## src/rtl/tfg_pkg.sv

```systemverilog
package tfg_pkg;

    localparam int unsigned DEF_N   = 1024;
    localparam int unsigned DEF_Q   = 12289;
    localparam int unsigned DEF_LAT = 3;

    typedef enum logic [2:0] {
        ST_IDLE,
        ST_PREP_ISSUE,
        ST_PREP_WAIT,
        ST_EMIT,
        ST_WAIT
    } tfg_state_e;

    function automatic logic [31:0] mod_mul(input logic [31:0] a,
                                            input logic [31:0] b,
                                            input logic [31:0] q);
        logic [63:0] prod;
        prod = {32'd0, a} * {32'd0, b};
        return 32'(prod % {32'd0, q});
    endfunction

endpackage

```

## src/rtl/tfg_mulmod.sv

```systemverilog
module tfg_mulmod #(
    parameter int unsigned Q   = tfg_pkg::DEF_Q,
    parameter int unsigned LAT = tfg_pkg::DEF_LAT,
    localparam int unsigned W  = $clog2(Q)
) (
    input  logic         clk,
    input  logic         rst,
    input  logic         in_vld,
    input  logic [W-1:0] in_a,
    input  logic [W-1:0] in_b,
    output logic         out_vld,
    output logic [W-1:0] out_res
);
    logic [LAT-1:0][W-1:0] pdat;
    logic [LAT-1:0]        pvld;

    always_ff @(posedge clk) begin
        pdat[0] <= W'(tfg_pkg::mod_mul(32'(in_a), 32'(in_b), 32'(Q)));
        for (int i = LAT - 1; i > 0; i--) begin
            pdat[i] <= pdat[i-1];
        end
        if (rst) begin
            pvld <= '0;
        end else begin
            pvld <= {pvld[LAT-2:0], in_vld};
        end
    end

    assign out_vld = pvld[LAT-1];
    assign out_res = pdat[LAT-1];
endmodule

```

## src/rtl/tfg_seed_bank.sv

```systemverilog
module tfg_seed_bank #(
    parameter int unsigned N    = tfg_pkg::DEF_N,
    parameter int unsigned Q    = tfg_pkg::DEF_Q,
    localparam int unsigned W   = $clog2(Q),
    localparam int unsigned LOG_N = $clog2(N),
    localparam int unsigned SW  = $clog2(LOG_N)
) (
    input  logic          clk,
    input  logic          rst,
    input  logic          prim_we,
    input  logic          prim_dir,
    input  logic [W-1:0]  prim_data,
    input  logic          sec_copy,
    input  logic          sec_we,
    input  logic          sec_dir,
    input  logic [SW-1:0] sec_idx,
    input  logic [W-1:0]  sec_data,
    input  logic          rd_dir,
    input  logic [SW-1:0] rd_idx,
    output logic [W-1:0]  rd_data
);
    logic [W-1:0] dir_rd [2];

    for (genvar d = 0; d < 2; d++) begin : g_dir
        logic [W-1:0]            prim_r;
        logic [LOG_N-1:0][W-1:0] sec_r;

        always_ff @(posedge clk) begin
            if (rst) begin
                prim_r <= '0;
                sec_r  <= '0;
            end else begin
                if (prim_we && (prim_dir == 1'(d))) begin
                    prim_r <= prim_data;
                end
                if (sec_copy) begin
                    sec_r[0] <= prim_r;
                end
                if (sec_we && (sec_dir == 1'(d))) begin
                    sec_r[sec_idx] <= sec_data;
                end
            end
        end

        assign dir_rd[d] = sec_r[rd_idx];
    end

    assign rd_data = rd_dir ? dir_rd[1] : dir_rd[0];
endmodule

```

## src/rtl/tfg_ctrl.sv

```systemverilog
module tfg_ctrl
    import tfg_pkg::*;
#(
    parameter int unsigned N    = DEF_N,
    parameter int unsigned Q    = DEF_Q,
    localparam int unsigned W   = $clog2(Q),
    localparam int unsigned LOG_N = $clog2(N),
    localparam int unsigned SW  = $clog2(LOG_N),
    localparam int unsigned CW  = LOG_N
) (
    input  logic          clk,
    input  logic          rst,
    input  logic          seed_load,
    input  logic          prep_start,
    input  logic          start,
    input  logic [SW-1:0] stage,
    input  logic          dir,
    input  logic          tw_ready,
    output logic          tw_valid,
    output logic [W-1:0]  tw_data,
    output logic          busy,
    output logic          seeds_ok,
    output logic          prim_we,
    output logic          sec_copy,
    output logic          sec_we,
    output logic          sec_dir,
    output logic [SW-1:0] sec_idx,
    output logic [W-1:0]  sec_data,
    output logic          rd_dir,
    output logic [SW-1:0] rd_idx,
    input  logic [W-1:0]  rd_data,
    output logic          mul_vld,
    output logic [W-1:0]  mul_a,
    output logic [W-1:0]  mul_b,
    input  logic          res_vld,
    input  logic [W-1:0]  res
);
    tfg_state_e    state;
    logic          pd;
    logic [SW-1:0] pk;
    logic [W-1:0]  cur, nxt, ratio;
    logic          nxt_have, issue_req;
    logic [CW-1:0] idx, last;
    logic          idle, prep_go, run_go, in_prep, fire;

    always_comb begin
        idle     = (state == ST_IDLE);
        in_prep  = (state == ST_PREP_ISSUE);
        prim_we  = seed_load && idle;
        prep_go  = idle && prep_start;
        run_go   = idle && !prep_start && start && seeds_ok && (stage < SW'(LOG_N));
        sec_copy = prep_go;
        rd_dir   = in_prep ? pd : dir;
        rd_idx   = in_prep ? SW'(pk - 1'b1) : SW'(SW'(LOG_N - 1) - stage);
        mul_vld  = in_prep || ((state == ST_EMIT) && issue_req);
        mul_a    = in_prep ? rd_data : cur;
        mul_b    = in_prep ? rd_data : ratio;
        sec_we   = (state == ST_PREP_WAIT) && res_vld;
        sec_dir  = pd;
        sec_idx  = pk;
        sec_data = res;
        fire     = (state == ST_EMIT) && tw_ready;
        tw_valid = (state == ST_EMIT);
        tw_data  = cur;
        busy     = !idle;
    end

    always_ff @(posedge clk) begin
        if (rst) begin
            state     <= ST_IDLE;
            pd        <= 1'b0;
            pk        <= '0;
            cur       <= '0;
            nxt       <= '0;
            ratio     <= '0;
            nxt_have  <= 1'b0;
            issue_req <= 1'b0;
            idx       <= '0;
            last      <= '0;
            seeds_ok  <= 1'b0;
        end else begin
            if (res_vld && ((state == ST_EMIT) || (state == ST_WAIT))) begin
                nxt      <= res;
                nxt_have <= 1'b1;
            end
            if (prim_we) begin
                seeds_ok <= 1'b0;
            end
            if ((state == ST_EMIT) && issue_req) begin
                issue_req <= 1'b0;
            end
            unique case (state)
                ST_IDLE: begin
                    if (prep_go) begin
                        seeds_ok <= 1'b0;
                        pd       <= 1'b0;
                        pk       <= SW'(1);
                        state    <= ST_PREP_ISSUE;
                    end else if (run_go) begin
                        ratio     <= rd_data;
                        cur       <= W'(1);
                        idx       <= '0;
                        last      <= (CW'(1) << stage) - CW'(1);
                        issue_req <= (stage != '0);
                        nxt_have  <= 1'b0;
                        state     <= ST_EMIT;
                    end
                end
                ST_PREP_ISSUE: state <= ST_PREP_WAIT;
                ST_PREP_WAIT: begin
                    if (res_vld) begin
                        if (pk == SW'(LOG_N - 1)) begin
                            if (pd) begin
                                seeds_ok <= 1'b1;
                                state    <= ST_IDLE;
                            end else begin
                                pd    <= 1'b1;
                                pk    <= SW'(1);
                                state <= ST_PREP_ISSUE;
                            end
                        end else begin
                            pk    <= pk + 1'b1;
                            state <= ST_PREP_ISSUE;
                        end
                    end
                end
                ST_EMIT: begin
                    if (fire) begin
                        if (idx == last) begin
                            state <= ST_IDLE;
                        end else if (nxt_have) begin
                            cur       <= nxt;
                            nxt_have  <= 1'b0;
                            idx       <= idx + 1'b1;
                            issue_req <= ((idx + 1'b1) != last);
                        end else begin
                            state <= ST_WAIT;
                        end
                    end
                end
                ST_WAIT: begin
                    if (nxt_have) begin
                        cur       <= nxt;
                        nxt_have  <= 1'b0;
                        idx       <= idx + 1'b1;
                        issue_req <= ((idx + 1'b1) != last);
                        state     <= ST_EMIT;
                    end
                end
                default: state <= ST_IDLE;
            endcase
        end
    end
endmodule

```

## src/rtl/twiddle_seed_gen.sv

```systemverilog
module twiddle_seed_gen #(
    parameter int unsigned N    = tfg_pkg::DEF_N,
    parameter int unsigned Q    = tfg_pkg::DEF_Q,
    parameter int unsigned LAT  = tfg_pkg::DEF_LAT,
    localparam int unsigned W   = $clog2(Q),
    localparam int unsigned LOG_N = $clog2(N),
    localparam int unsigned SW  = $clog2(LOG_N)
) (
    input  logic          clk,
    input  logic          rst,
    input  logic          seed_load,
    input  logic          seed_dir,
    input  logic [W-1:0]  seed_data,
    input  logic          prep_start,
    input  logic          start,
    input  logic [SW-1:0] stage,
    input  logic          dir,
    output logic          tw_valid,
    input  logic          tw_ready,
    output logic [W-1:0]  tw_data,
    output logic          busy,
    output logic          seeds_ok
);
    logic          prim_we, sec_copy, sec_we, sec_dir, rd_dir;
    logic [SW-1:0] sec_idx, rd_idx;
    logic [W-1:0]  sec_data, rd_data;
    logic          mul_vld, res_vld;
    logic [W-1:0]  mul_a, mul_b, res;

    tfg_ctrl #(.N(N), .Q(Q)) u_ctrl (
        .clk(clk), .rst(rst),
        .seed_load(seed_load), .prep_start(prep_start), .start(start),
        .stage(stage), .dir(dir), .tw_ready(tw_ready),
        .tw_valid(tw_valid), .tw_data(tw_data), .busy(busy), .seeds_ok(seeds_ok),
        .prim_we(prim_we), .sec_copy(sec_copy), .sec_we(sec_we), .sec_dir(sec_dir),
        .sec_idx(sec_idx), .sec_data(sec_data), .rd_dir(rd_dir), .rd_idx(rd_idx),
        .rd_data(rd_data), .mul_vld(mul_vld), .mul_a(mul_a), .mul_b(mul_b),
        .res_vld(res_vld), .res(res)
    );

    tfg_seed_bank #(.N(N), .Q(Q)) u_bank (
        .clk(clk), .rst(rst),
        .prim_we(prim_we), .prim_dir(seed_dir), .prim_data(seed_data),
        .sec_copy(sec_copy), .sec_we(sec_we), .sec_dir(sec_dir),
        .sec_idx(sec_idx), .sec_data(sec_data),
        .rd_dir(rd_dir), .rd_idx(rd_idx), .rd_data(rd_data)
    );

    tfg_mulmod #(.Q(Q), .LAT(LAT)) u_mul (
        .clk(clk), .rst(rst),
        .in_vld(mul_vld), .in_a(mul_a), .in_b(mul_b),
        .out_vld(res_vld), .out_res(res)
    );
endmodule

```

## config.mk

```make
export PLATFORM = sky130hd
export DESIGN_NAME = twiddle_seed_gen
export DESIGN_NICKNAME = d
export VERILOG_FILES = /design/src/rtl/tfg_pkg.sv /design/src/rtl/tfg_mulmod.sv /design/src/rtl/tfg_seed_bank.sv /design/src/rtl/tfg_ctrl.sv /design/src/rtl/twiddle_seed_gen.sv
export SDC_FILE = /design/constraint.sdc
export NUM_CORES = 2
export LEC_CHECK = 0
export BUFFER_PORTS_ARGS = -buffer_cell sky130_fd_sc_hd__buf_2
export CAP_MARGIN = 20
export CORE_ASPECT_RATIO = 0.5
export CORE_UTILIZATION = 30
export CTS_CLUSTER_SIZE = 8
export DETAILED_ROUTE_END_ITERATION = 16
export SETUP_SLACK_MARGIN = 0.5
export SLEW_MARGIN = 20
export SYNTH_ARGS = -nofsm -noshare
export SYNTH_HDL_FRONTEND = slang
export SYNTH_SLANG_ARGS = --single-unit
```

## constraint.sdc

```tcl
create_clock -name clk -period 38.9 [get_ports clk]
set_input_delay 9.725 -clock clk [delete_from_list [all_inputs] [get_ports clk]]
set_output_delay 9.725 -clock clk [all_outputs]
set_load 0.03 [all_outputs]
```

==> reports/metrics.yaml <==
ant_nets: 0
async_flop_share_pct: 0
cp_slowest_stage_delay_ps: 740
cts_max_level: 2
hold_path_depth: 0
critical_path.max_fanout: 70
gp_weighted_congestion: 0.9285
average_wire_per_cell_in_the_routed_design_um: 19.04
period_share_pct: 94.39
achievable-frequency_mhz: 27.24
drt_pass1_iterations: 6
cts_hold_buf: 0
worst_r2r_path_depth: 87
ys_warn_count: 0
hold_ws_ps: 315.3
synth-main-ff-cell: "sky130_fd_sc_hd__dfxtp_1"
timing.critical_path.slowest_stage_cell: "sky130_fd_sc_hd__a21oi_4"
final.fill_count: 12050
clockBufferDepth: 3
timing_hold_violations_final: 0
final_layout_size_suffix_gt1_share_pct: 9.430
worst_slew_pin_slew_ps: 1118
syn_area_um2: 34520
wl_mm: 116.6
std_cell_rows: 87
synth_edf_count: 0
drt-initial-drc-count: 3557
postSynthRegisterBits: 426
cp.arrival_ps: 37280
final_core_utilization_pct: 33.42
numCtsBuffers: 59
hold_class: "flip-flop to flip-flop"
part_of_the_yosys_area_used_for_sequential_elements_pct: 24.70
floorplan.initialDensity_pct: 30.44
most_frequent_cells_in_the_layout: "sky130_fd_sc_hd__nand2_1, sky130_fd_sc_hd__a21oi_1, sky130_fd_sc_hd__dfxtp_1"
post-route-drc-count: 0
grt_start_max_net_pins: 114
grt_remaining_overflow: 0
fp.dieH_um: 241.9
numPortBuffers: 42
tns_ps: 0
track_usage_pct: 19.43
setup_violations: 0
design.final.nets: 4882
path_class: "input pin to flip-flop"
cts_tree: "built"
worst_ep_required_time_ps: 39470
ctsRootBufferMaster: "sky130_fd_sc_hd__clkbuf_16"
grt_antenna_before_repair: 4
detailed_place_hpwl_mm: 84.79
path_clk_slew_ps: 50
areaGrowthSynthToFinish_pct: 9.792
outcome: "finished, final reports clean"
yosysUniqueCellTypes: 132
core_area_um2: 113400
worstSkewPairLatency_ps: 620
max_cap_viol_count: 0
via_count: 33850
via_per_inst: 5.524
max-slew-margin-rel_pct: 24.50
setup.worst_path.start_class: "input pin"
postSynthNetCount: 4984
final_common_cell: "sky130_fd_sc_hd__nand2_1"
full_die_area_um2: 116500
setup_repair_after_global_routing_missed_its_margin: "no"
fp.dieW_um: 481.8
pins_over_their_slew_limit: 0
synth_area_per_cell_um2: 7.325
post_route_minimum_period_ps: 36720
worst_clock_skew_ps: 16.52
grt_first_pass_wirelength_mm: 184.2
io_pins: 43
numClockSinks: 426
number_of_global_route_vias_before_repair: 31890
critical_path.endpoint_type: "flip-flop"
synth_instances: 4713
repair_timing:
item | 4_1_cts | 5_1_grt
buffers inserted | 0 | 7
setup endpoints to repair | 0 | 14
resized for setup | 0 | 20
flip-flops by register name, summed over array words and instances, names as in the netlist, 4 cells and up:
signal,count
u_ctrl.ratio,14
u_bank.g_dir.prim_r,28
u_ctrl.nxt,14
u_ctrl.last,10
u_mul.pdat,28
u_ctrl.tw_data,14
u_mul.out_res,14
u_bank.g_dir.sec_r,280
u_ctrl.idx,10
u_ctrl.sec_idx,4
logic make-up after synthesis:
| family | Yosys count | share of synthesized area [%] |
|---|---|---|
| xor+xnor | 171 | 4.382 |
| mux | 120 | 3.599 |
| buf+inv | 484 | 5.534 |
| simple gates | 2164 | 28.79 |
| fa+ha+maj | 249 | 12.06 |
| flops | 426 | 24.70 |
| compound gates | 1099 | 20.94 |
stage by stage:
stage	instances	area, um2	setup slack (ps)
2_1_floorplan	4713	34520	5204
3_3_place_gp	6055	36130	1250
3_5_place_dp	6056	36150	893.9
4_1_cts	6119	37710	1355
5_1_grt	6127	37900	565.2
6_report	6128	37910	2184
Yosys cell counts, types with 42 or more instances:
cell                       count  area [um2]
sky130_fd_sc_hd__a211oi_1     56       420.4
sky130_fd_sc_hd__nand2_1    1014        3806
sky130_fd_sc_hd__fa_1        141        2823
sky130_fd_sc_hd__nand4_1      47       294.0
sky130_fd_sc_hd__xnor2_1     118        1033
sky130_fd_sc_hd__nor2_1      410        1539
sky130_fd_sc_hd__and2_1       42       262.8
sky130_fd_sc_hd__clkbuf_1    243       912.1
sky130_fd_sc_hd__nor3_1      105       525.5
sky130_fd_sc_hd__dfxtp_1     426        8528
sky130_fd_sc_hd__xor2_1       51       446.7
sky130_fd_sc_hd__a21oi_1     454        2272
sky130_fd_sc_hd__and3_1       62       387.9
sky130_fd_sc_hd__ha_1        104        1301
sky130_fd_sc_hd__mux2i_1     109        1091
sky130_fd_sc_hd__nand3_1     166       830.8
sky130_fd_sc_hd__o21ai_0     155       775.7
sky130_fd_sc_hd__or2_2       107       669.4
sky130_fd_sc_hd__inv_1       193       724.4
area by class of cell:
cell class | count | area [um2] | area share [%]
multi-input combinational | 3803 | 24280 | 64.05
antenna | 2 | 5.005 | 0.01320
timing repair buffer | 127 | 903.4 | 2.383
sequential | 426 | 8531 | 22.51
inverter | 194 | 728.2 | 1.921
tap | 1513 | 1893 | 4.994
clock inverter | 4 | 88.84 | 0.2344
clock buffer | 59 | 1476 | 3.895
path summary, 6_finish.rpt:
kind                                                   start                   endpoint  slack, ps
worst max-delay path                                stage[0]      u_mul.pdat[4]$_DFF_P_       2180
worst min-delay path                  u_mul.pdat[26]$_DFF_P_  u_mul.out_res[12]$_DFF_P_        320
worst max register to register  u_ctrl.state[0]$_SDFFE_PP0P_      u_mul.pdat[4]$_DFF_P_      10020
worst min register to register        u_mul.pdat[26]$_DFF_P_  u_mul.out_res[12]$_DFF_P_        320
routing by layer:
layer / GRT usage [%] / up-vias / wire length, um
li1: - / 16070 / -
met2: 31.29 / 1156 / 53270
met5: 0 / - / 0
met1: 27.62 / 16470 / 53730
met3: 1.559 / 160 / 6699
met4: 5.345 / 0 / 2943
worst max-delay path: cells and delay by family:
kind,cells,cell delay (ps)
muxes,2,720
AOI/OAI and AO/OA,34,11980
and+or+nand+nor,31,8610
xor gates and xnor gates,2,670
adders and majority gates,8,3860
buffers and inverters,10,1620
Power is not shown: default switching activity piles up to over one toggle a cycle in this logic, so the estimate is an artifact.
